===== config.mk =====
export PLATFORM = sky130hd
export DESIGN_NAME = endian_bridge
export DESIGN_NICKNAME = d
export VERILOG_FILES = /design/src/rtl/endian_bridge_pkg.sv /design/src/rtl/endian_bridge_ctrl.sv /design/src/rtl/endian_bridge_dp.sv /design/src/rtl/endian_bridge.sv
export SDC_FILE = /design/constraint.sdc
export NUM_CORES = 1
export LEC_CHECK = 0
export BUFFER_PORTS_ARGS = -buffer_cell sky130_fd_sc_hd__buf_2
export CAP_MARGIN = 20
export CORE_ASPECT_RATIO = 0.5
export CORE_MARGIN = 1.5
export CORE_UTILIZATION = 34
export DETAILED_ROUTE_END_ITERATION = 8
export PLACE_DENSITY = 0.79
export SKIP_CTS_REPAIR_TIMING = 1
export SYNTH_ARGS = -nofsm -noshare
export SYNTH_HDL_FRONTEND = slang
export SYNTH_HIERARCHICAL = 1
export SYNTH_SLANG_ARGS = --single-unit

===== constraint.sdc =====
create_clock -name clk -period 2.4 [get_ports clk]
set_clock_uncertainty 0.05 [all_clocks]
set_input_delay 0.12 -clock clk [delete_from_list [all_inputs] [get_ports clk]]
set_output_delay 0.12 -clock clk [all_outputs]
set_load 0.01 [all_outputs]

===== src/rtl/endian_bridge_pkg.sv =====
package endian_bridge_pkg;
  typedef struct packed {
    logic swapReq;   // mirror the current request
    logic rspValid;  // read response this cycle
    logic rspLocal;  // response comes from the control register
    logic rspSwap;   // mirror the response data
    logic rspMode;   // flag value captured with the read
  } bridgeStrobes_t;
endpackage


===== src/rtl/endian_bridge_ctrl.sv =====
module endian_bridge_ctrl
  import endian_bridge_pkg::*;
#(
  parameter int ADDR_W = 16,
  parameter logic [ADDR_W-1:0] CTRL_OFFSET = 'h004
) (
  input  logic              clk,
  input  logic              rst,
  input  logic              hostValid,
  input  logic              hostWrite,
  input  logic [ADDR_W-1:0] hostAddr,
  input  logic [ADDR_W-1:0] winBase,
  input  logic [ADDR_W-1:0] winLimit,
  input  logic              devReady,
  input  logic              toggleBit,
  output logic              hostReady,
  output logic              devValid,
  output bridgeStrobes_t    strb
);
  logic bigMode;
  logic isCtrl, inWin, accept;
  logic rspValidQ, rspLocalQ, rspSwapQ, rspModeQ;

  assign isCtrl    = (hostAddr == CTRL_OFFSET);
  assign inWin     = (hostAddr >= winBase) && (hostAddr <= winLimit);
  assign hostReady = isCtrl || devReady;
  assign accept    = hostValid && hostReady;
  assign devValid  = hostValid && !isCtrl;

  always_ff @(posedge clk) begin
    if (rst) begin
      bigMode   <= 1'b0;
      rspValidQ <= 1'b0;
      rspLocalQ <= 1'b0;
      rspSwapQ  <= 1'b0;
      rspModeQ  <= 1'b0;
    end else begin
      rspValidQ <= accept && !hostWrite;
      rspLocalQ <= isCtrl;
      rspSwapQ  <= bigMode && !inWin;
      rspModeQ  <= bigMode;
      if (accept && hostWrite && isCtrl && toggleBit)
        bigMode <= ~bigMode;
    end
  end

  always_comb begin
    strb.swapReq  = bigMode && !inWin;
    strb.rspValid = rspValidQ;
    strb.rspLocal = rspLocalQ;
    strb.rspSwap  = rspSwapQ;
    strb.rspMode  = rspModeQ;
  end

  assert_reset_little_R1: assert property (@(posedge clk) disable iff (rst)
    $past(rst) |-> !bigMode);
  assert_flip_on_mark_R3: assert property (@(posedge clk) disable iff (rst)
    (accept && hostWrite && isCtrl && toggleBit) |=> (bigMode != $past(bigMode)));
  assert_hold_otherwise_R3: assert property (@(posedge clk) disable iff (rst)
    !(accept && hostWrite && isCtrl && toggleBit) |=> $stable(bigMode));
endmodule


===== src/rtl/endian_bridge_dp.sv =====
module endian_bridge_dp
  import endian_bridge_pkg::*;
#(
  parameter int DATA_W = 32
) (
  input  logic                  clk,
  input  logic                  rst,
  input  bridgeStrobes_t        strb,
  input  logic [DATA_W-1:0]     hostWdata,
  input  logic [DATA_W/8-1:0]   hostBe,
  input  logic [DATA_W-1:0]     devRdata,
  output logic [DATA_W-1:0]     devWdata,
  output logic [DATA_W/8-1:0]   devBe,
  output logic [DATA_W-1:0]     hostRdata,
  output logic                  toggleBit
);
  localparam int LANES = DATA_W / 8;
  localparam int FLIP_POS = DATA_W - 8;
  localparam logic [DATA_W-1:0] MODE_MARK =
    ({{(DATA_W-1){1'b0}}, 1'b1} << FLIP_POS) | {{(DATA_W-1){1'b0}}, 1'b1};

  logic [DATA_W-1:0] revW, revR, rspRaw;
  logic [LANES-1:0]  revBe;

  for (genvar i = 0; i < LANES; i++) begin : g_lane
    assign revW[i*8 +: 8] = hostWdata[(LANES-1-i)*8 +: 8];
    assign revR[i*8 +: 8] = rspRaw[(LANES-1-i)*8 +: 8];
    assign revBe[i]       = hostBe[LANES-1-i];
  end

  assign devWdata  = strb.swapReq ? revW : hostWdata;
  assign devBe     = strb.swapReq ? revBe : hostBe;
  assign toggleBit = devWdata[FLIP_POS] && devBe[LANES-1];

  assign rspRaw    = strb.rspLocal ? (strb.rspMode ? MODE_MARK : '0) : devRdata;
  assign hostRdata = strb.rspSwap ? revR : rspRaw;

  assert_mark_value_R2: assert property (@(posedge clk) disable iff (rst)
    (strb.rspValid && strb.rspLocal) |-> (hostRdata == '0 || hostRdata == MODE_MARK));
endmodule


===== src/rtl/endian_bridge.sv =====
module endian_bridge
  import endian_bridge_pkg::*;
#(
  parameter int ADDR_W = 16,
  parameter int DATA_W = 32,
  parameter logic [ADDR_W-1:0] CTRL_OFFSET = 'h004
) (
  input  logic                clk,
  input  logic                rst,
  input  logic                hostValid,
  output logic                hostReady,
  input  logic                hostWrite,
  input  logic [ADDR_W-1:0]   hostAddr,
  input  logic [DATA_W-1:0]   hostWdata,
  input  logic [DATA_W/8-1:0] hostBe,
  output logic                hostRvalid,
  output logic [DATA_W-1:0]   hostRdata,
  input  logic [ADDR_W-1:0]   winBase,
  input  logic [ADDR_W-1:0]   winLimit,
  output logic                devValid,
  input  logic                devReady,
  output logic                devWrite,
  output logic [ADDR_W-1:0]   devAddr,
  output logic [DATA_W-1:0]   devWdata,
  output logic [DATA_W/8-1:0] devBe,
  input  logic [DATA_W-1:0]   devRdata
);
  bridgeStrobes_t strb;
  logic toggleBit;

  endian_bridge_ctrl #(.ADDR_W(ADDR_W), .CTRL_OFFSET(CTRL_OFFSET)) u_ctrl (
    .clk(clk), .rst(rst), .hostValid(hostValid), .hostWrite(hostWrite),
    .hostAddr(hostAddr), .winBase(winBase), .winLimit(winLimit),
    .devReady(devReady), .toggleBit(toggleBit), .hostReady(hostReady),
    .devValid(devValid), .strb(strb)
  );

  endian_bridge_dp #(.DATA_W(DATA_W)) u_dp (
    .clk(clk), .rst(rst), .strb(strb), .hostWdata(hostWdata), .hostBe(hostBe),
    .devRdata(devRdata), .devWdata(devWdata), .devBe(devBe),
    .hostRdata(hostRdata), .toggleBit(toggleBit)
  );

  assign devWrite   = hostWrite;
  assign devAddr    = hostAddr;
  assign hostRvalid = strb.rspValid;

  assert_ctrl_local_R9: assert property (@(posedge clk) disable iff (rst)
    (hostValid && hostAddr == CTRL_OFFSET) |-> (!devValid && hostReady));
  assert_rsp_timing_R10: assert property (@(posedge clk) disable iff (rst)
    hostRvalid |-> $past(hostValid && hostReady && !hostWrite));
endmodule


Word-level counts from Yosys, hierarchy flattened
Index checks and enable logic that the tools add are counted.
{"block": "totals", "output_inout_bits": 88, "in_bits": 121, "wordCells": 27, "regBits": 5}
{"block": "classes", "mux": 5, "eq_ne": 1, "order_cmp": 2, "bitwise": 1, "reduce_logical": 13}
{"cell": "two-way mux 32 bit", "n": 3}
{"cell": "two-way mux 25 bit", "n": 1}
{"cell": "equality test 16 x 3 -> 1 bit (second input constant)", "n": 1}
{"cell": ">= comparator 16 bit", "n": 1}
{"cell": "less-or-equal comparator 16 bit", "n": 1}
{"cell": "logical AND 1 bit", "n": 9}
{"cell": "two-way mux 4 bit", "n": 1}
{"cell": "zero test 1 bit", "n": 3}
{"cell": "logical OR 1 bit", "n": 1}
{"cell": "NOT 1 bit", "n": 1}

Depth between registers and ports, before layout
Gate-level depths: netlist of run 1.
{"block": "depth", "ltp_word": 7, "ltp_mapped": 14, "depth_no_buf": 12}

Hierarchy
The synthesis of run 1 kept the hierarchy.
{"mod": "endian_bridge_ctrl", "seq_area_each_um2": 100.1, "area_per_inst_um2": 1047.3, "n_inst": 1, "cells_per_inst": 140}
{"mod": "endian_bridge_dp", "seq_area_each_um2": 0.0, "area_per_inst_um2": 968.4, "n_inst": 1, "cells_per_inst": 115}
{"mod": "endian_bridge", "seq_area_each_um2": 0.0, "area_per_inst_um2": 127.6, "n_inst": 1, "cells_per_inst": 17}

Worst setup path after synthesis of run 1
No wires, ideal clock.
{"block": "synth_timing", "kind": "in2reg", "start": "input winLimit[15]", "end": "register u_ctrl.bigMode", "path_buffers": 2, "t_required_ns": 2.280, "arrival_ns": 2.456, "path_slack_ns": -0.176, "stages": 14, "setup_time_ns": 0.070, "cell_sequence": "inv_1 -> ha_1 -> nand4_1 -> or3_4 -> a211oi_2 -> nor4_1 -> o31ai_1 -> buf_4 -> buf_6 -> nand3_1 -> o21ai_0 -> nand3_1 -> or3_1 -> a21oi_1"}
{"item": "from (decl)", "line": "endian_bridge.sv:19", "rtl": "input logic [ADDR_W-1:0] winLimit,"}
{"item": "to (signal assigned)", "line": "endian_bridge_ctrl.sv:43", "rtl": "bigMode <= ~bigMode;"}
{"item": "to (decl)", "line": "endian_bridge_ctrl.sv:20", "rtl": "logic bigMode;"}

==> metrics.txt, run 1 <==
DRT iter0 DRCs=between 100 and 150; post-layout min period=2.63 ns; 1st-pass router iterations=4; Syn Nets=approximately 430; Final ANT Viol Nets=0; clock share of power=29.1%; TNS Setup=-7.70 ns; WL/cell=approximately 16 um; vias in the first global route=2204; final net count=between 600 and 700; proportion of layout cells with a drive suffix above 1=63.7%; Inserted Diodes=0; Reg-to-Reg Start=u_ctrl/bigMode; Die Wd=between 100 and 150 um; failing checks=negative setup slack; post-synthesis mux area share=between 30% and 40%; Internal Power=617 uW; hold_sp=rst; Yosys cell types=36; Compound-Gate Fraction of Synth Area=8.70%; final worst slack=-0.230 ns; Slew @ Worst Pin=0.441 ns; xor/xnor share of the synthesized area=0%; Max Cap Viol=0; Reg2Reg Capture Point=u_ctrl/bigMode; Num CTS Buffers=3; yosys warns=6; Startpoint Class=input pin; Via density=between 4 and 5; Setup crit end kind=output port; largest net degree at the start of global routing=29; GRT overflow=0; Final period util=110%; CTS tree=built; Flop pwr share=roughly 9%; Synth area leader=mux2_2; GP Congestion=around 0.8; crit path max fanout=8; CTS sink cnt=5; final hold slack=between 0.08 and 0.09 ns; CTS H-tree depth=1; initial antenna violation count=0; power density cells=between 200 and 250 nW/um2; most used routing layer=met2; Rows=20; Reg2Reg Depth=8; met3 usage=3.17%; Root Buffer=clkbuf_16; largest family of logic cells by synthesized area=multiplexers; die footprint=6820 um2; largest cells by area after synthesis=mux2_2 19%, ha_1 19%, mux2i_1 14%; Post-Route WL=between 9 and 10 mm; worst hold-check path type=in2reg; Layout Utilization=approximately two thirds; Adder-Cell Fraction of Synth Area=roughly a fifth; Final Hold Vio Count=0; Net Sw Power=317 uW; global-route wire length before repair=a little under 10 mm; Max Freq=between 0.3 and 0.4 GHz; Clock transition at path regs=around 0.030 ns; Synth Area in Simple Gates=15.2%; Sw Ratio=about a third; status=finished with violations; clk buf depth=2; syn avg cell area=a little under 8 um2; Setup-failing EPs final=37; DR vias=2803; synth-to-layout area growth=86.7%; Req. time, crit path=2.23 ns; VDD IR-drop max=roughly 0.00021 V; r2r setup slk=around 0.58 ns; DRC=0; DP Area=about 3300 um2; clk_lat worst skew=approximately 0.22 ns; final design area excluding fillers=between 4000 and 5000 um2; Leak=roughly 0.0021 uW; most frequent cells in the layout=167 x buf_2, 41 x buf_6, 34 x nor2_1, 33 x mux2_4; met1 Usage GRT=23.7%; Power, Total=between 900 and 1000 uW; Gate Count Post-Synth=between 200 and 300; height of the die=59.1 um; RSZ-0062 raised after global routing=yes; Placeable Area=around 6100 um2; IO Port Bufs=approximately 210; Post-Syn Area=~2100 um2; Max Slew Vio Count=0; Logic pwr share=61.9%; Yosys reg bits=5; boundary pin count=209; All-Layer GR Usage=17.9%; Worst Hold End=u_ctrl/bigMode; worst hold stages=2; relative slew slack=between 70% and 80%; Seq/Total Area, Yosys=under 10%; Initial Util=between 30% and 40%; crit path DAT=2.46 ns; GR Util met2=about a third; hpwl dp=between 6 and 7 mm; crit path kind=in2out; most common cell after layout, fill and taps aside=buf_2; Synth top area share=19.4%
## cell families (layout without fill, tap and decap cells)
family	count (synthesis)	after routing
muxes	70	70
adders and majority gates	32	32
AOI/OAI and AO/OA	28	28
DFF	5	5
and+or+nand+nor	69	69
buffers and inverters	68	278
## cell type report
| class | count | area (um2) |
|---|---|---|
| repair buffers | 239 | 1630 |
| fillers | 495 | 2080 |
| multi-input cells | 199 | 1950 |
| clock buffers | 4 | 78.8 |
| inverters | 35 | 134 |
| flip-flops and latches | 5 | 101 |
| well taps | 88 | 110 |
## Yosys cell counts (all sizes together)
library cell / n
a2111o: 1
a211oi: 2
a21oi: 11
a221oi: 1
a311oi: 1
and2: 1
and3: 1
buf: 29
clkbuf: 4
dfxtp: 5
ha: 32
inv: 35
mux2: 40
mux2i: 30
nand2: 8
nand2b: 2
nand3: 5
nand4: 7
nor2: 34
nor2b: 1
nor3: 2
nor4: 5
nor4b: 1
o211ai: 1
o21a: 2
o21ai: 6
o22ai: 1
o31ai: 1
o41ai: 1
or3: 2
## worst max path at each step
| stage | start | to | slack, ns | cells past startpoint |
|---|---|---|---|---|
| after CTS | hostAddr[14] | devWdata[2] | -0.22 | 10 |
| after global routing | hostAddr[11] | devWdata[18] | -0.27 | 11 |
| after global placement | hostAddr[14] | devWdata[27] | -0.14 | 10 |
| after floorplan | winLimit[14] | u_ctrl/bigMode | -0.07 | 14 |
| after detailed placement | hostAddr[14] | devWdata[2] | -0.21 | 10 |
| final | hostAddr[11] | devWdata[0] | -0.23 | 11 |
## sequential cells by signal, summed over array words and instances (netlist names)
name,cells
u_ctrl/bigMode,1
u_ctrl/rspModeQ,1
u_ctrl/rspLocalQ,1
u_ctrl/rspSwapQ,1
u_ctrl/rspValidQ,1
## layer usage
layer,share of wire (%),routed length (um),vias to the layer above
li1,-,-,1354
met1,42,3830,1303
met2,50,4490,128
met3,6.1,553,18
met4,1.8,166,0
met5,0,0,-
## stage by stage
step / std cells / worst slack, ns
CTS: 562 / -0.219
finish: 570 / -0.230
floorplan: 272 / -0.0659
detailed placement: 558 / -0.206
global route: 570 / -0.266
global placement: 558 / -0.140
## power by group through the flow
stage          clock (uW)  combinational (uW)  sequential (uW)
6_report              272                 579             84.1
5_1_grt               283                 622             84.1
4_1_cts               275                 456             84.1
3_5_place_dp            0                 453             85.3
3_3_place_gp            0                 445             85.3
2_1_floorplan           0                 221             85.4
## critical path, stage by stage
cell       delay, ns
buf_2           0.14
ha_1            0.33
a21oi_1         0.18
o21ai_0         0.21
a221oi_2        0.40
nand3_1         0.18
o31ai_4         0.11
buf_12          0.19
clkbuf_16       0.16
mux2_4          0.32
buf_6           0.12
Note: power is estimated with default switching activity, not from simulation.
==> inputs of run 2 (changes only) <==
--- a/config.mk
+++ b/config.mk
@@ -7,7 +7,6 @@
 export LEC_CHECK = 0
 export BUFFER_PORTS_ARGS = -buffer_cell sky130_fd_sc_hd__buf_2
 export CAP_MARGIN = 20
-export CORE_ASPECT_RATIO = 0.5
 export CORE_MARGIN = 1.5
 export CORE_UTILIZATION = 34
 export DETAILED_ROUTE_END_ITERATION = 8
==> metrics.txt, run 2 (same netlist as run 1, synthesis figures left out) <==
status=finished with violations (unchanged); failing checks=negative setup slack (unchanged); clk buf depth=2 (unchanged); Die Wd=82.4 um (was 115 um); crit path DAT=2.31 ns (was 2.46 ns); Power, Total=857 uW (was 935 uW); vias in the first global route=2385 (was 2204); clock share of power=18.5% (was 29.1%); DRC=0 (unchanged); Net Sw Power=323 uW (was 317 uW); Internal Power=534 uW (was 617 uW); final net count=636 (unchanged); Post-Route WL=9.25 mm (was 9.04 mm); GP Congestion=0.786 (was 0.810); clk_lat worst skew=0.22 ns (about the same); DR vias=2861 (was 2803); Final period util=104% (was 110%); DP Worst Slack=-0.241 ns (was -0.206 ns); Inserted Diodes=0 (unchanged); Layout Utilization=69.0% (was 65.8%); post-layout min period=2.48 ns (was 2.63 ns); crit path max fanout=8 (unchanged); Flop pwr share=9.8% (was 9.0%); power density cells=207 nW/um2 (was 234 nW/um2); height of the die=82.4 um (was 59.1 um); CTS tree=built (unchanged); GRT overflow=0 (unchanged); Num CTS Buffers=3 (unchanged); hpwl dp=6.49 mm (was 6.16 mm); hold_sp=rst (unchanged); DRT iter0 DRCs=80 (was 101); Final ANT Viol Nets=0 (unchanged); global-route wire length before repair=9.79 mm (was 9.69 mm); WL/cell=16.6 um (was 15.9 um); Req. time, crit path=2.23 ns (about the same); crit path kind=in2out (unchanged); Setup crit end kind=output port (unchanged); Setup-failing EPs final=37 (unchanged); initial antenna violation count=0 (unchanged); Sw Ratio=37.7% (was 34.0%); CTS sink cnt=5 (unchanged); relative slew slack=66.5% (was 70.3%); proportion of layout cells with a drive suffix above 1=66.6% (was 63.7%); worst hold-check path type=in2reg (unchanged); final worst slack=-0.0844 ns (was -0.230 ns); Reg-to-Reg Start=u_ctrl/bigMode (unchanged); Max Cap Viol=0 (unchanged); Worst Hold End=u_ctrl/bigMode (unchanged); largest net degree at the start of global routing=24 (was 29); Logic pwr share=71.7% (was 61.9%); Initial Util=35.8% (was 35.2%); Clock transition at path regs=0.04 ns (was 0.03 ns); TNS Setup=-1.92 ns (was -7.70 ns); Final Hold Vio Count=0 (unchanged); Rows=28 (was 20); Slew @ Worst Pin=0.502 ns (was 0.441 ns); synth-to-layout area growth=93.0% (was 86.7%); VDD IR-drop max=0.000125 V (was 0.000211 V); final design area excluding fillers=4140 um2 (was 4000 um2); worst hold stages=2 (unchanged); CTS H-tree depth=1 (unchanged); Leak=0.00209 uW (was 0.00208 uW); Via density=5.14 (was 4.92); 1st-pass router iterations=4 (unchanged); boundary pin count=209 (unchanged); All-Layer GR Usage=18.4% (was 17.9%); Startpoint Class=input pin (unchanged); die footprint=6790 um2 (was 6820 um2); r2r setup slk=0.52 ns (was 0.58 ns); Placeable Area=5990 um2 (was 6080 um2); most common cell after layout, fill and taps aside=buf_2 (unchanged); Root Buffer=clkbuf_8 (was clkbuf_16); Reg2Reg Depth=9 (was 8); IO Port Bufs=208 (unchanged); Max Slew Vio Count=0 (unchanged); RSZ-0062 raised after global routing=yes (unchanged); Reg2Reg Capture Point=u_ctrl/bigMode (unchanged); DP Area=3260 um2 (was 3280 um2); Max Freq=0.403 GHz (was 0.380 GHz); most frequent cells in the layout=162 x buf_2, 44 x buf_6, 35 x mux2_4, 34 x nor2_1, 30 x mux2i_1 (was 167 x buf_2, 41 x buf_6, 34 x nor2_1, 33 x mux2_4)
[run 2: cell counts in the layout (fill, tap and decap cells not counted)]
Identical to the previous run, type by type.
[run 2: how the worst max path moves through the flow]
stage / startpoint / end / slack, ns
after global placement: hostAddr[11] / devWdata[4] / -0.16
after floorplan: winLimit[14] / u_ctrl/bigMode / -0.07
final: winLimit[14] / devWdata[2] / -0.08
after global routing: winLimit[14] / devWdata[2] / -0.14
after detailed placement: winLimit[14] / devBe[2] / -0.24
after CTS: winLimit[14] / devBe[2] / -0.24
[run 2: metrics by stage]
stage | cells | hold WS, ns
5_1_grt | 557 | 0.0927
3_3_place_gp | 545 | 0.300
2_1_floorplan | 272 | 0.139
6_report | 557 | 0.0886
4_1_cts | 549 | 0.0769
3_5_place_dp | 545 | 0.317
[run 2: layout make-up]
cell class / count / area, um2
Fill cell: 446 / 1850
Timing Repair Buffer: 239 / 1660
Multi-Input combinational cell: 199 / 2100
Sequential cell: 5 / 101
Tap cell: 75 / 93.8
Inverter: 35 / 139
Clock buffer: 4 / 45.0
[run 2: metal layers]
layer / routed length (um) / global-route usage (%) / vias to the layer above
met5: 0 / 0 / -
met4: 192 / 4.75 / 0
met2: 5030 / 37.9 / 152
met3: 733 / 2.75 / 20
met1: 3290 / 18.9 / 1331
li1: - / - / 1358
[run 2: worst max-delay path: stages]
cell and delay, ns:
buf_8 0.08, inv_4 0.03, ha_4 0.25, nand4_1 0.14, or3_4 0.39, a211oi_4 0.21, nor4_4 0.09, o31ai_4 0.22
buf_12 0.18, buf_8 0.13, mux2_2 0.35, buf_6 0.13
[run 2: power groups by stage]
stage	clock [uW]	sequential, uW	combinational [uW]
floorplan	0	85.4	221
global placement	0	85.4	440
detailed placement	0	85.4	458
CTS	160	84.1	461
global route	168	84.1	666
finish	159	84.2	614
